===== config.mk =====
export PLATFORM = sky130hd
export DESIGN_NAME = gpio_port
export DESIGN_NICKNAME = d
export VERILOG_FILES = /design/src/rtl/gpio_port_pkg.sv /design/src/rtl/gpio_sync.sv /design/src/rtl/gpio_regs.sv /design/src/rtl/gpio_edge_irq.sv /design/src/rtl/gpio_port.sv
export SDC_FILE = /design/constraint.sdc
export NUM_CORES = 1
export LEC_CHECK = 0
export ABC_AREA = 1
export BUFFER_PORTS_ARGS = -buffer_cell sky130_fd_sc_hd__buf_2
export CORE_ASPECT_RATIO = 1.1
export CORE_UTILIZATION = 40
export DETAILED_ROUTE_END_ITERATION = 10
export GPL_ROUTABILITY_DRIVEN = 1
export PLACE_DENSITY = 0.61
export SLEW_MARGIN = 10
export SYNTH_ARGS = -nofsm -noshare
export SYNTH_HDL_FRONTEND = slang
export SYNTH_HIERARCHICAL = 1
export SYNTH_SLANG_ARGS = --single-unit

===== constraint.sdc =====
create_clock -name clk -period 1.1 [get_ports clk]
set_clock_uncertainty 0.1 [all_clocks]
set_input_delay 0 -clock clk [delete_from_list [all_inputs] [get_ports clk]]
set_output_delay 0 -clock clk [all_outputs]
set_load 0.1 [all_outputs]

===== src/rtl/gpio_port_pkg.sv =====
package gpio_port_pkg;
    localparam int ADDR_W = 3;

    typedef enum logic [ADDR_W-1:0] {
        REG_DATA = 3'd0,
        REG_DIR  = 3'd1,
        REG_ASG  = 3'd2,
        REG_SPC  = 3'd3,
        REG_EDGE = 3'd4,
        REG_MASK = 3'd5,
        REG_PEND = 3'd6,
        REG_NONE = 3'd7
    } reg_sel_e;
endpackage


===== src/rtl/gpio_sync.sv =====
module gpio_sync #(
    parameter int NPINS  = 12,
    parameter int STAGES = 2
) (
    input  logic             clk,
    input  logic             rst_n,
    input  logic [NPINS-1:0] d,
    output logic [NPINS-1:0] q
);
    logic [NPINS-1:0] chain [STAGES];

    always_ff @(posedge clk or negedge rst_n) begin
        if (!rst_n) chain[0] <= '0;
        else        chain[0] <= d;
    end

    for (genvar s = 1; s < STAGES; s++) begin : g_stage
        always_ff @(posedge clk or negedge rst_n) begin
            if (!rst_n) chain[s] <= '0;
            else        chain[s] <= chain[s-1];
        end
    end

    assign q = chain[STAGES-1];
endmodule


===== src/rtl/gpio_regs.sv =====
module gpio_regs
    import gpio_port_pkg::*;
#(
    parameter int NPINS = 12
) (
    input  logic              clk,
    input  logic              rst_n,
    input  logic              bus_wr,
    input  logic [ADDR_W-1:0] bus_addr,
    input  logic [NPINS-1:0]  bus_wdata,
    output logic [NPINS-1:0]  dat_q,
    output logic [NPINS-1:0]  dir_q,
    output logic [NPINS-1:0]  asg_q,
    output logic [NPINS-1:0]  spc_q,
    output logic [NPINS-1:0]  edg_q,
    output logic [NPINS-1:0]  msk_q,
    output logic [NPINS-1:0]  clr_vec
);
    reg_sel_e sel;
    assign sel = reg_sel_e'(bus_addr);

    always_ff @(posedge clk or negedge rst_n) begin
        if (!rst_n) begin
            dat_q <= '0;
            dir_q <= '0;
            asg_q <= '0;
            spc_q <= '0;
            edg_q <= '0;
            msk_q <= '0;
        end else if (bus_wr) begin
            unique case (sel)
                REG_DATA: dat_q <= bus_wdata;
                REG_DIR:  dir_q <= bus_wdata;
                REG_ASG:  asg_q <= bus_wdata;
                REG_SPC:  spc_q <= bus_wdata;
                REG_EDGE: edg_q <= bus_wdata;
                REG_MASK: msk_q <= bus_wdata;
                REG_PEND, REG_NONE: ;
            endcase
        end
    end

    assign clr_vec = (bus_wr && sel == REG_PEND) ? bus_wdata : '0;


    data_hold_chk: assert property (@(posedge clk) disable iff (!rst_n)
        !(bus_wr && sel == REG_DATA) |=> $stable(dat_q));


    none_addr_chk: assert property (@(posedge clk) disable iff (!rst_n)
        (bus_wr && sel == REG_NONE) |=> ($stable(dir_q) && $stable(asg_q) && $stable(msk_q)));
endmodule


===== src/rtl/gpio_edge_irq.sv =====
module gpio_edge_irq #(
    parameter int NPINS = 12
) (
    input  logic             clk,
    input  logic             rst_n,
    input  logic [NPINS-1:0] level,
    input  logic [NPINS-1:0] elig,
    input  logic [NPINS-1:0] fall_only,
    input  logic [NPINS-1:0] mask,
    input  logic [NPINS-1:0] clr_vec,
    output logic [NPINS-1:0] pend,
    output logic             irq
);
    logic [NPINS-1:0] prev;
    logic [NPINS-1:0] hit;

    for (genvar i = 0; i < NPINS; i++) begin : g_pin
        logic rise_w, fall_w;
        assign rise_w = level[i] & ~prev[i];
        assign fall_w = ~level[i] & prev[i];
        assign hit[i] = elig[i] & (fall_only[i] ? fall_w : (rise_w | fall_w));

        always_ff @(posedge clk or negedge rst_n) begin
            if (!rst_n) begin
                prev[i] <= 1'b0;
                pend[i] <= 1'b0;
            end else begin
                prev[i] <= level[i];
                pend[i] <= (pend[i] & ~clr_vec[i]) | hit[i];
            end
        end
    end

    assign irq = |(pend & mask);


    pend_cause_chk: assert property (@(posedge clk) disable iff (!rst_n)
        ((pend & ~$past(pend) & ~$past(hit)) == '0));


    pend_sticky_chk: assert property (@(posedge clk) disable iff (!rst_n)
        (($past(pend) & ~$past(clr_vec) & ~pend) == '0));


    mask_quiet_chk: assert property (@(posedge clk) disable iff (!rst_n)
        (mask == '0) |-> !irq);
endmodule


===== src/rtl/gpio_port.sv =====
module gpio_port
    import gpio_port_pkg::*;
#(
    parameter int NPINS       = 12,
    parameter int SYNC_STAGES = 2
) (
    input  logic              clk,
    input  logic              rst_n,
    input  logic              bus_wr,
    input  logic [ADDR_W-1:0] bus_addr,
    input  logic [NPINS-1:0]  bus_wdata,
    output logic [NPINS-1:0]  bus_rdata,
    input  logic [NPINS-1:0]  pin_in,
    output logic [NPINS-1:0]  pin_out,
    output logic [NPINS-1:0]  pin_oe,
    output logic [NPINS-1:0]  periph_in,
    output logic              irq
);
    logic [NPINS-1:0] dat_q, dir_q, asg_q, spc_q, edg_q, msk_q, clr_vec;
    logic [NPINS-1:0] lvl, pend, gp_in, drive;

    gpio_regs #(.NPINS(NPINS)) u_regs (
        .clk(clk), .rst_n(rst_n), .bus_wr(bus_wr), .bus_addr(bus_addr),
        .bus_wdata(bus_wdata), .dat_q(dat_q), .dir_q(dir_q), .asg_q(asg_q),
        .spc_q(spc_q), .edg_q(edg_q), .msk_q(msk_q), .clr_vec(clr_vec)
    );

    gpio_sync #(.NPINS(NPINS), .STAGES(SYNC_STAGES)) u_sync (
        .clk(clk), .rst_n(rst_n), .d(pin_in), .q(lvl)
    );

    assign gp_in = ~asg_q & ~dir_q;
    assign drive = dir_q & ~asg_q;

    gpio_edge_irq #(.NPINS(NPINS)) u_irq (
        .clk(clk), .rst_n(rst_n), .level(lvl), .elig(gp_in),
        .fall_only(edg_q), .mask(msk_q), .clr_vec(clr_vec),
        .pend(pend), .irq(irq)
    );

    assign pin_out   = dat_q;
    assign pin_oe    = drive;
    assign periph_in = lvl & (asg_q | (spc_q & gp_in));

    always_comb begin
        unique case (reg_sel_e'(bus_addr))
            REG_DATA: bus_rdata = (drive & dat_q) | (~drive & lvl);
            REG_DIR:  bus_rdata = dir_q;
            REG_ASG:  bus_rdata = asg_q;
            REG_SPC:  bus_rdata = spc_q;
            REG_EDGE: bus_rdata = edg_q;
            REG_MASK: bus_rdata = msk_q;
            REG_PEND: bus_rdata = pend;
            REG_NONE: bus_rdata = '0;
        endcase
    end


    no_drive_assigned_chk: assert property (@(posedge clk) disable iff (!rst_n)
        ((pin_oe & asg_q) == '0));


    periph_idle_chk: assert property (@(posedge clk) disable iff (!rst_n)
        ((periph_in & ~asg_q & ~spc_q) == '0));
endmodule


# After elaboration in Yosys (flattened, before gate mapping)
# Cells that the tools add are included.
[classes]
reduce_logical = 9
eq_ne = 7
n_mux = 14
bitwise_logic = 120
[op_table]
columns = ["cell", "n"]
rows = [
  ["$pmux 12 s8", 1],
  ["$and 12x12->12", 7],
  ["$and 1x1->1", 48],
  ["$not 1->1", 36],
  ["$not 12->12", 3],
  ["$or 1x1->1", 24],
  ["$or 12x12->12", 2],
  ["$eq 3x3->1 const B", 4],
  ["$mux 1", 12],
  ["$mux 12", 1],
  ["$reduce_and 2->1", 6],
  ["$reduce_or 12->1", 1],
  ["$eq 3x2->1 const B", 2],
  ["$eq 3x1->1 const B", 1],
  ["$logic_not 3->1", 1],
  ["$logic_and 1x1->1", 1],
]
[word_totals]
word_cells = 182
regBits = 120

# Logic depth before layout (Yosys ltp)
# Gate-level depths: netlist of run 1.
[logic_depth]
depth_word = 6
mapped_depth = 7

# Hierarchy
# Netlist of run 1, hierarchy kept.
[by_module_without_submodules]
columns = ["mod", "instances", "seq_area_each_um2", "area_per_inst_um2", "cells_each"]
rows = [
  ["gpio_regs", 1, 1801.7, 3044.2, 353],
  ["gpio_port", 1, 0.0, 1362.6, 299],
  ["gpio_edge_irq", 1, 600.6, 1179.9, 142],
  ["gpio_sync", 1, 600.6, 690.7, 36],
]

# Worst setup path before layout of run 1
# Ideal clock, no wire load.
[synth_path]
path_kind = "register -> output"
from = "register u_regs.asg_q[11]"
to = "output bus_rdata[11]"
path_buffers = 0
t_arrival_ns = 2.012
setup_slack_ns = -1.012
required_time_ns = 1.000
stages_incl_launch_ff = 8
cell_sequence = "dfrtp_1 inv_1 nand2_1 inv_1 nand2_1 nand2_1 nand2_1 nand3_1"
[synth_between]
elab_chain_len = 6
[synth_rtl]
columns = ["element", "line", "text"]
rows = [
  ["from (decl)", "gpio_regs.sv:13", "output logic [NPINS-1:0] asg_q,"],
  ["from (signal assigned)", "gpio_regs.sv:34", "REG_ASG: asg_q <= bus_wdata;"],
  ["$not 12->12 *", "gpio_port.sv:33", "assign drive = dir_q & ~asg_q;"],
  ["$and 12x12->12 *", "gpio_port.sv:33", ""],
  ["named net pin_oe[11]", "gpio_port.sv:15", "output logic [NPINS-1:0] pin_oe,"],
  ["$not 12->12", "gpio_port.sv:47", "REG_DATA: bus_rdata = (drive & dat_q) | (~drive & lvl);"],
  ["$and 12x12->12", "gpio_port.sv:47", ""],
  ["$or 12x12->12 *", "gpio_port.sv:47", ""],
  ["$pmux 12 s8 *", "gpio_port.sv:46", "unique case (reg_sel_e'(bus_addr))"],
  ["to (decl)", "gpio_port.sv:12", "output logic [NPINS-1:0] bus_rdata,"],
]
# The timed path passes the listed nets; every way through them passes the cells marked *.

# Worst setup path in the final report of run 1
[layout_path]
from = "register u_regs.asg_q[0]"
to = "output bus_rdata[0]"
[layout_between]
elab_chain_len = 6
[layout_rtl]
columns = ["element", "line"]
rows = [
  ["$not 12->12", "gpio_port.sv:33"],
  ["$and 12x12->12", "gpio_port.sv:33"],
  ["$not 12->12", "gpio_port.sv:47"],
  ["$and 12x12->12", "gpio_port.sv:47"],
  ["$or 12x12->12", "gpio_port.sv:47"],
  ["$pmux 12 s8 *", "gpio_port.sv:46"],
]
# Mark *: on every way between the ends. The rest lies on a longest branch, timed or not.

==> impl_metrics.toml, run 1 <==
[status]
status = "finished with violations"
violations = "setup timing"

[routing]
routedWlPerCell_um = 15.6
vias = 6314
drt_iter0_markers = 436
routed_wl_mm = 19.9
drc = 0
dr.pass1.iters = 5
ant_nets = 0
avgViaCountPerCell = 4.95

[floorplanning]
die_w_um = 121
dieArea_sq_um = 16200
rows = 47
num_io_pins = 79
start_util = 0.414
design.core.area_sq_um = 15200
fp.dieH_um = 133

[place]
hpwl_mm = 13.2
placed_cell_area_sq_um = 8800
port-buffer-count = 78
dp_cells = 1198
place.gp.congestion = 0.904

[clocking]
clockRootBuffer = "clkbuf_16"
cts.clk_slew.worst_paths_ns = 0.05
clockBufferDepth = 2
cts.sinks = 120
clock_latency_ns = 0.41
cts_max_level = 4
cts-buffers-inserted = 17
cts_tree = "yes"

[power]
clock_power_share = 0.269
p_sw_frac = 0.385
cell_internal_pwr_uw = 11400
pwr-share-seq = 0.300
powerDensity_nw_per_um2 = 1820
p_leak_uw = 0.00532
p_sw_uw = 7140
p_comb_frac = 0.430
irDropWorstVdd_mv = 1.03

[grt]
grt_start_max_net_pins = 61
grt_pass1_vias = 6130
grt_overflow = 0
use_met3 = 0.0505
gr-usage-met2 = 0.419
grtUsageMet1 = 0.332
gr-usage-all-layers = 0.257
grt_antenna_before_repair = 0
busiest_layer = "met2"
grt_pass1_wl_mm = 31.3

[yosys]
synth_cell_type_count = 20
syn-num-nets = 872
ys_seq_elements = 120
yosys_warnings = 6
ys_seq_area_frac = 0.478
yosys.area.top_type = "dfrtp_1"
syn_avg_cell_area_sq_um = 7.56
syn_area_sq_um = 6280
synth_area_leaders = "dfrtp_1 48%, nand2_1 18%, nor2_1 6.6%, nand3_1 6.5%, inv_1 6.0%"
synth_top_area_frac = 0.478
netlist_instances = 830

[sta]
final_hold_viol_count = 0
fin_crit_sh = 1.50
timing.final.crit_period_ns = 1.65
setup_violations = 60
finalWorstSetupSlack_ns = -0.548
fmax_ghz = 0.607
grt_setup_unrepaired = "true"
tightestPinTransition_ns = 0.746
slew_violations = 0
hold_slack_ns = 0.0159
slew_headroom = 0.502

[finish]
antennaDiodeCount = 0
num-nets-final = 1109
design_area_sq_um = 10200
finalNonFillerCells = 1276
mostFrequentLayoutCell = "nand2_1"
area.growth.synth_to_final_pct = 62.0
layout_common_cells = "242 x nand2_1, 120 x buf_4, 108 x dfrtp_1, 85 x nor2_1, 79 x inv_1"
drive_above_1_share = 0.391

[worst_setup_path]
cpPeakStageDelay_ns = 0.39
critPathCaptureType = "output pin"
crit_buf_inv = 3
crit_required_ns = 1.00
crit_arrival_ns = 1.55
critPathKind = "reg2out"
crit_slowest_cell = "dfrtp_1"
path_cells = "inv_1 -> nand2_2 -> clkinvlp_4 -> nand2_2 -> nand2_2 -> nand2_2 -> nand3_4 -> buf_12"
start_kind = "flop"
timing.rr.start = "u_sync/q[9]"
path_max_fanout = 3
critical_path.top_delay_family = "flip-flops"
cp_common_cell = "nand2_2"
crit_start = "u_regs/asg_q[0]"

[min_path]
hp-class = "in2reg"
worstHoldStart = "bus_wr"

[run]
max_cap_violations = 0
## cells in the mapped netlist
master / number
nor2_2: 1
o22ai_1: 12
nand2_2: 3
ha_1: 12
nand2_1: 302
nand4_1: 30
buf_4: 20
nor2_8: 1
nand3_1: 81
nand3_4: 1
dfrtp_1: 120
inv_1: 100
nor3_4: 1
nor2_1: 110
buf_6: 14
nor2_4: 4
nand3_2: 1
buf_2: 11
nand2_4: 2
inv_2: 4
## flip-flops by register name, summed over array words and instances (netlist names)
| register | flops |
|---|---|
| u_irq/prev | 12 |
| u_regs/dir_q | 12 |
| u_regs/dat_q | 12 |
| u_regs/msk_q | 12 |
| u_sync/chain | 12 |
| u_irq/pend | 12 |
| u_regs/edg_q | 12 |
| u_regs/spc_q | 12 |
| u_regs/asg_q | 12 |
| u_sync/q | 12 |
## final timing paths
check / to / slack [ns] / cells past startpoint
setup / recovery: bus_rdata[0] / -0.55 / 8
hold / removal: u_regs/spc_q[11] / 0.02 / 5
setup reg to reg: u_irq/pend[9] / -0.11 / 6
hold reg to reg: u_sync/q[10] / 0.24 / 0
max in group asynchronous: u_regs/dat_q[0] / 0.19 / 4
min in group asynchronous: u_irq/pend[11] / 0.03 / 3
## what timing repair did
item,CTS,global route
setup endpoints to repair,59,61
endpoints found under the hold margin,216,0
hold buffers,26,0
resized for setup,53,72
buffers inserted,18,25
pin swaps,31,53
## cell type report
cell class | count | area [sq um]
Clock inverter | 3 | 15.0
Fill cell | 1191 | 5000
Sequential cell | 120 | 3020
Tap cell | 196 | 245
Timing Repair Buffer | 263 | 2810
Multi-Input combinational cell | 561 | 3110
Clock buffer | 29 | 520
Inverter | 104 | 448
## cell families after synthesis
group / synth area share
AOI/OAI and AO/OA: 0.0120
adders and majority gates: 0.0239
buffers and inverters: 0.120
DFF: 0.478
and+or+nand+nor: 0.366
## per-layer routing
layer,wire length (um),part of all wire
met1,8370,0.42
met2,9620,0.48
met3,1220,0.061
met4,663,0.033
met5,0,0
## power groups by stage
stage                     combinational (uW)  sequential (uW)  clock [uW]
after floorplan                         3750             6140           0
after global placement                  7270             5590           0
after detailed placement                7320             5600           0
after CTS                               7650             5550        5100
after global routing                    8430             5650        5270
final                                   7980             5570        4990
## tightest hold or removal path: stages
cell and delay, ns:
buf_2 0.13, nand2_1 0.08, nor2_2 0.14, nand2_1 0.09, nand2_1 0.04
## metrics by stage
step	worst slack (ns)	TNS, ns	utilization	total power, uW
6_report	-0.548	-16.34	0.670	18500
5_1_grt	-0.615	-20.03	0.670	19300
4_1_cts	-0.529	-17.02	0.647	18300
3_5_place_dp	-0.251	-11.83	0.580	12900
3_3_place_gp	-0.188	-9.73	0.580	12900
2_1_floorplan	-0.530	-7.36	-	9890
Power figures use the tool's default switching activity.
==> inputs of run 2 (changes only) <==
--- a/config.mk
+++ b/config.mk
@@ -9,6 +9,7 @@
 export BUFFER_PORTS_ARGS = -buffer_cell sky130_fd_sc_hd__buf_2
 export CORE_ASPECT_RATIO = 1.1
 export CORE_UTILIZATION = 40
+export CTS_CLUSTER_SIZE = 16
 export DETAILED_ROUTE_END_ITERATION = 10
 export GPL_ROUTABILITY_DRIVEN = 1
 export PLACE_DENSITY = 0.61
==> constraint.sdc (replaced) <==
create_clock -name clk -period 1.45 [get_ports clk]
set_clock_uncertainty 0.1 [all_clocks]
set_input_delay 0 -clock clk [delete_from_list [all_inputs] [get_ports clk]]
set_output_delay 0 -clock clk [all_outputs]
set_load 0.1 [all_outputs]
==> impl_metrics.toml, run 2 (synthesized netlist as in run 1, its figures left out) <==
[status]
status = "finished with violations"
violations = "setup timing"

[place]
place.gp.congestion = 0.860
port-buffer-count = 78
placed_cell_area_sq_um = 7580
dp_cells = 1099
hpwl_mm = 12.1

[sta]
slew_violations = 0
fin_crit_sh = 1.10
final_hold_viol_count = 0
fmax_ghz = 0.628
setup_violations = 15
grt_setup_unrepaired = "true"
tightestPinTransition_ns = 0.794
timing.final.crit_period_ns = 1.59
slew_headroom = 0.470
finalWorstSetupSlack_ns = -0.142

[grt]
grt_start_max_net_pins = 69
grt_overflow = 0
grt_pass1_wl_mm = 30.0
grt_antenna_before_repair = 0
gr-usage-all-layers = 0.247
grt_pass1_vias = 5794

[routing]
ant_nets = 0
drt_iter0_markers = 364
met3_length_mm = 1.03
drt-met1-wl_mm = 8.05
dr.pass1.iters = 5
highest_layer = "met4"
drc = 0
dr_wl_met2_mm = 9.34
vias = 5899
routed_wl_mm = 18.9
routedWlPerCell_um = 15.8
avgViaCountPerCell = 4.92

[finish]
drive_above_1_share = 0.308
layout_common_cells = "260 x nand2_1, 120 x dfrtp_1, 83 x inv_1, 80 x nor2_1, 70 x buf_4"
area.growth.synth_to_final_pct = 44.3
finish.utilization = 0.597
n_fill_cell = 1349
num-nets-final = 1031
mostFrequentLayoutCell = "nand2_1"
design_area_sq_um = 9060
finalNonFillerCells = 1198
antennaDiodeCount = 0

[clocking]
clockRootBuffer = "clkbuf_16"
cts.clk_slew.worst_paths_ns = 0.05
cts-buffers-inserted = 17
cts_tree = "yes"
clockBufferDepth = 2
cts_max_level = 4
cts.sinks = 120
clock_latency_ns = 0.42

[worst_setup_path]
critPathKind = "reg2out"
crit_required_ns = 1.35
timing.rr.start = "u_sync/q[6]"
crit_slowest_cell = "dfrtp_1"
path_cells = "nand2_2 -> clkinvlp_4 -> nand2_1 -> nand2_1 -> nand2_2 -> nand3_4 -> buf_12"
cpPeakStageDelay_ns = 0.42
critPathCaptureType = "output pin"
critical_path.top_delay_family = "flip-flops"
crit_buf_inv = 2
r2r_slack_ns = 0.29
worstRegToRegCells = 5
crit_arrival_ns = 1.49
start_kind = "flop"
timing.rr.end = "u_irq/pend[6]"
path_max_fanout = 4

[power]
p_leak_uw = 0.00492
clock_power_share = 0.310
powerDensity_nw_per_um2 = 1510
irDropWorstVdd_mv = 0.792
cell_internal_pwr_uw = 8390
finalPower_uw = 13700
p_sw_frac = 0.386
pwr-share-seq = 0.313
p_sw_uw = 5280
p_comb_frac = 0.377

[floorplanning]
design.core.area_sq_um = 15200
fp.dieH_um = 133
rows = 47
start_util = 0.414
num_io_pins = 79
dieArea_sq_um = 16200
die_w_um = 121

[run]
max_cap_violations = 0

[min_path]
hp-class = "in2async"
run 2: cell count changes in the layout (fill, tap and decap cells not counted), sizes merged:
cell / change
buf: -79
clkinvlp: -10
inv: +11
bufinv: +3
clkbuf: -6
dlygate4sd3: +1
clkinv: +2
run 2: power groups by stage:
stage	logic [uW]	registers [uW]	clock network [uW]
4_1_cts	4830	4230	4290
3_3_place_gp	4390	4310	0
2_1_floorplan	2620	4640	0
5_1_grt	5470	4330	4470
3_5_place_dp	4430	4300	0
6_report	5160	4270	4240
run 2: worst register-to-register path, delay by kind of cell (launching register included):
kind	cells	cell delay [ns]
and+or+nand+nor	2	0.12
AOI/OAI and AO/OA	1	0.13
adders and majority gates	1	0.28
DFF	1	0.39
buffers and inverters	1	0.06
run 2: worst max-delay path by stage:
| stage | from | end | slack (ns) | cells past startpoint |
|---|---|---|---|---|
| 2_1_floorplan | u_regs/asg_q[11] | bus_rdata[11] | -0.36 | 7 |
| 3_3_place_gp | bus_addr[0] | bus_rdata[3] | 0.11 | 8 |
| 3_5_place_dp | bus_addr[1] | u_regs/spc_q[7] | 0.1 | 5 |
| 4_1_cts | u_regs/asg_q[8] | bus_rdata[8] | -0.13 | 6 |
| 5_1_grt | u_regs/asg_q[7] | bus_rdata[7] | -0.25 | 8 |
| 6_report | u_regs/dir_q[2] | bus_rdata[2] | -0.14 | 7 |
run 2: metal layers:
metal	vias up	GRT usage
li1	2881	-
met5	-	0
met4	0	0.0974
met3	37	0.0509
met1	2806	0.308
met2	175	0.416
run 2: stage by stage:
step / hold WS, ns / setup WS [ns] / TNS, ns
2_1_floorplan: -0.396 / -0.365 / -4.13
3_3_place_gp: -0.291 / 0.110 / 0
3_5_place_dp: -0.290 / 0.0993 / 0
4_1_cts: 0.0463 / -0.135 / -1.50
5_1_grt: 0.0759 / -0.247 / -2.96
6_report: 0.0304 / -0.142 / -1.48
run 2: layout make-up:
class / instances / area (sq um) / area share
clock buffer: 23 / 468 / 0.0517
clock inverter: 9 / 123 / 0.0135
inverter: 104 / 394 / 0.0435
multi-input combinational: 561 / 2920 / 0.322
sequential: 120 / 3000 / 0.332
tap: 196 / 245 / 0.0271
timing repair buffer: 185 / 1900 / 0.210
run 2: what timing repair did:
action	CTS	global route
pin swaps	18	28
buffers inserted	27	16
resized for setup	39	69
endpoints found under the hold margin	216	0
endpoints found under the setup margin	24	31
cloned	0	0
hold buffers	27	0
==> inputs of run 3 (changes only) <==
--- a/config.mk
+++ b/config.mk
@@ -5,7 +5,6 @@
 export SDC_FILE = /design/constraint.sdc
 export NUM_CORES = 1
 export LEC_CHECK = 0
-export ABC_AREA = 1
 export BUFFER_PORTS_ARGS = -buffer_cell sky130_fd_sc_hd__buf_2
 export CORE_ASPECT_RATIO = 1.1
 export CORE_UTILIZATION = 40
==> impl_metrics.toml, run 3 <==
[finish]
design_area_sq_um = 9020
num-nets-final = 695
layout_common_cells = "99 x dfrtp_1, 70 x mux2_2, 53 x buf_4, 44 x buf_12, 40 x buf_2"
antennaDiodeCount = 0
drive_above_1_share = 0.557
finalNonFillerCells = 858
area.growth.synth_to_final_pct = 52.6
mostFrequentLayoutCell = "dfrtp_1"

[place]
port-buffer-count = 78
placed_cell_area_sq_um = 7510
dp_cells = 761
place.gp.congestion = 0.810
hpwl_mm = 9.76

[routing]
avgViaCountPerCell = 5.13
dr.pass1.iters = 4
drc = 0
vias = 4403
ant_nets = 0
routed_wl_mm = 14.8
routedWlPerCell_um = 17.2
drt_iter0_markers = 167

[worst_setup_path]
critical_path.top_delay_family = "compound AO/OA/AOI/OAI gates"
critPathCaptureType = "output pin"
start_kind = "flop"
critPathKind = "reg2out"
crit_slowest_cell = "dfrtp_1"
crit_buf_inv = 1
crit_arrival_ns = 1.67
cpPeakStageDelay_ns = 0.40
path_max_fanout = 3
crit_required_ns = 1.35
path_cells = "a22o_1 -> a221oi_2 -> nand3_2 -> buf_6"

[grt]
grt_overflow = 0
grt_pass1_vias = 4689
gr-usage-met2 = 0.369
gr-usage-all-layers = 0.212
grt_start_max_net_pins = 45
busiest_layer = "met2"
grtUsageMet1 = 0.248
use_met3 = 0.0480
grt_antenna_before_repair = 0
grt_pass1_wl_mm = 24.5

[min_path]
hp-class = "in2reg"

[clocking]
clock_latency_ns = 0.42
cts.sinks = 120
clockRootBuffer = "clkbuf_16"
cts-buffers-inserted = 17
cts_max_level = 4
cts_tree = "yes"
cts.clk_slew.worst_paths_ns = 0.05
clockBufferDepth = 2

[yosys]
syn_area_sq_um = 5910
yosys_warnings = 6
ys.flop_type = "dfrtp_1"
synth_area_leaders = "dfrtp_1 51%, mux2_2 13%, mux2i_1 5.8%, ha_1 2.5%, nor2b_1 2.5%"
synth_top_area_frac = 0.508
syn-num-nets = 524
netlist_instances = 482
syn_avg_cell_area_sq_um = 12.3
ys_async_sr_fraction = 1.00
synth_edf_count = 0
yosys.area.top_type = "dfrtp_1"
ys_seq_area_frac = 0.508
synth_commonest_cells = "120 x dfrtp_1, 70 x mux2_2, 34 x mux2i_1"
ys_seq_elements = 120
synth_most_common_cell = "dfrtp_1"
synth_cell_type_count = 33

[sta]
grt_setup_unrepaired = "true"
fmax_ghz = 0.566
tightestPinTransition_ns = 0.492
slew_headroom = 0.674
finalWorstSetupSlack_ns = -0.317
timing.final.crit_period_ns = 1.77
final_hold_viol_count = 0
slew_violations = 0
setup_violations = 24
fin_crit_sh = 1.22

[status]
status = "finished with violations"
violations = "setup timing"

[power]
p_comb_frac = 0.387
p_sw_frac = 0.362
clock_power_share = 0.309
irDropWorstVdd_mv = 0.916
p_leak_uw = 0.00388
powerDensity_nw_per_um2 = 1660
pwr-share-seq = 0.304
cell_internal_pwr_uw = 9550
p_sw_uw = 5410

[floorplanning]
start_util = 0.409
fp.dieH_um = 129
dieArea_sq_um = 15300
num_io_pins = 79
die_w_um = 118
design.core.area_sq_um = 14400
rows = 46

[run]
max_cap_violations = 0
## run 3: tightest hold or removal path, stage by stage
cell,delay [ns]
buf_2,0.14
nand4b_1,0.14
buf_12,0.16
mux2_2,0.15
## run 3: final timing paths
kind,startpoint,end,slack (ns),cells after the start
worst max register to register,u_regs/asg_q[5],u_regs/asg_q[5],0.10,5
max in group asynchronous,rst_n,u_regs/asg_q[10],0.21,4
worst min register to register,u_sync/chain[17],u_sync/q[5],0.25,0
worst min-delay path,bus_wr,u_regs/msk_q[7],0.10,4
worst max-delay path,u_irq/pend[5],irq,-0.32,4
min in group asynchronous,rst_n,u_sync/q[6],0.47,3
## run 3: routing by layer
metal | wire (um) | vias up
li1 | - | 2052
met1 | 6220 | 2230
met2 | 7760 | 96
met3 | 514 | 25
met4 | 310 | 0
met5 | 0 | -
## run 3: metrics by stage
stage | setup TNS (ns) | total power [uW] | setup WS [ns] | utilization | hold WS (ns)
after floorplan | -4.38 | 8040 | -0.398 | - | -0.396
after global placement | -0.0139 | 9530 | -0.0102 | 0.520 | -0.153
after detailed placement | -0.0605 | 9630 | -0.0365 | 0.520 | -0.155
after CTS | -4.13 | 14800 | -0.325 | 0.611 | 0.0906
after global routing | -5.90 | 15600 | -0.456 | 0.624 | 0.101
final | -4.01 | 15000 | -0.317 | 0.624 | 0.104
## run 3: area by class of cell
cell class	instances	area [sq um]
Clock buffer	19	453
Clock inverter	13	200
Fill cell	1096	5430
Inverter	26	97.6
Multi-Input combinational cell	303	3010
Sequential cell	120	3030
Tap cell	192	240
Timing Repair Buffer	185	1990
## run 3: logic make-up after synthesis
family | count (synthesis) | synth area share
fa+ha+maj | 12 | 0.0254
buf+inv | 59 | 0.0595
flops | 120 | 0.508
mux | 106 | 0.196
simple gates | 91 | 0.101
compound gates | 94 | 0.110
## run 3: what timing repair did
item,CTS,global route
pin swaps,21,10
resized for setup,50,32
setup buffers,30,15
hold endpoints to repair,216,0
hold buffers,26,0
endpoints found under the setup margin,24,35
cloned,0,0
## run 3: power by group through the flow
| stage | combinational, uW | clock [uW] | sequential [uW] |
|---|---|---|---|
| 4_1_cts | 5560 | 4700 | 4540 |
| 6_report | 5790 | 4620 | 4550 |
| 5_1_grt | 6050 | 4860 | 4640 |
| 3_5_place_dp | 5030 | 0 | 4610 |
| 2_1_floorplan | 3050 | 0 | 5000 |
| 3_3_place_gp | 4960 | 0 | 4570 |
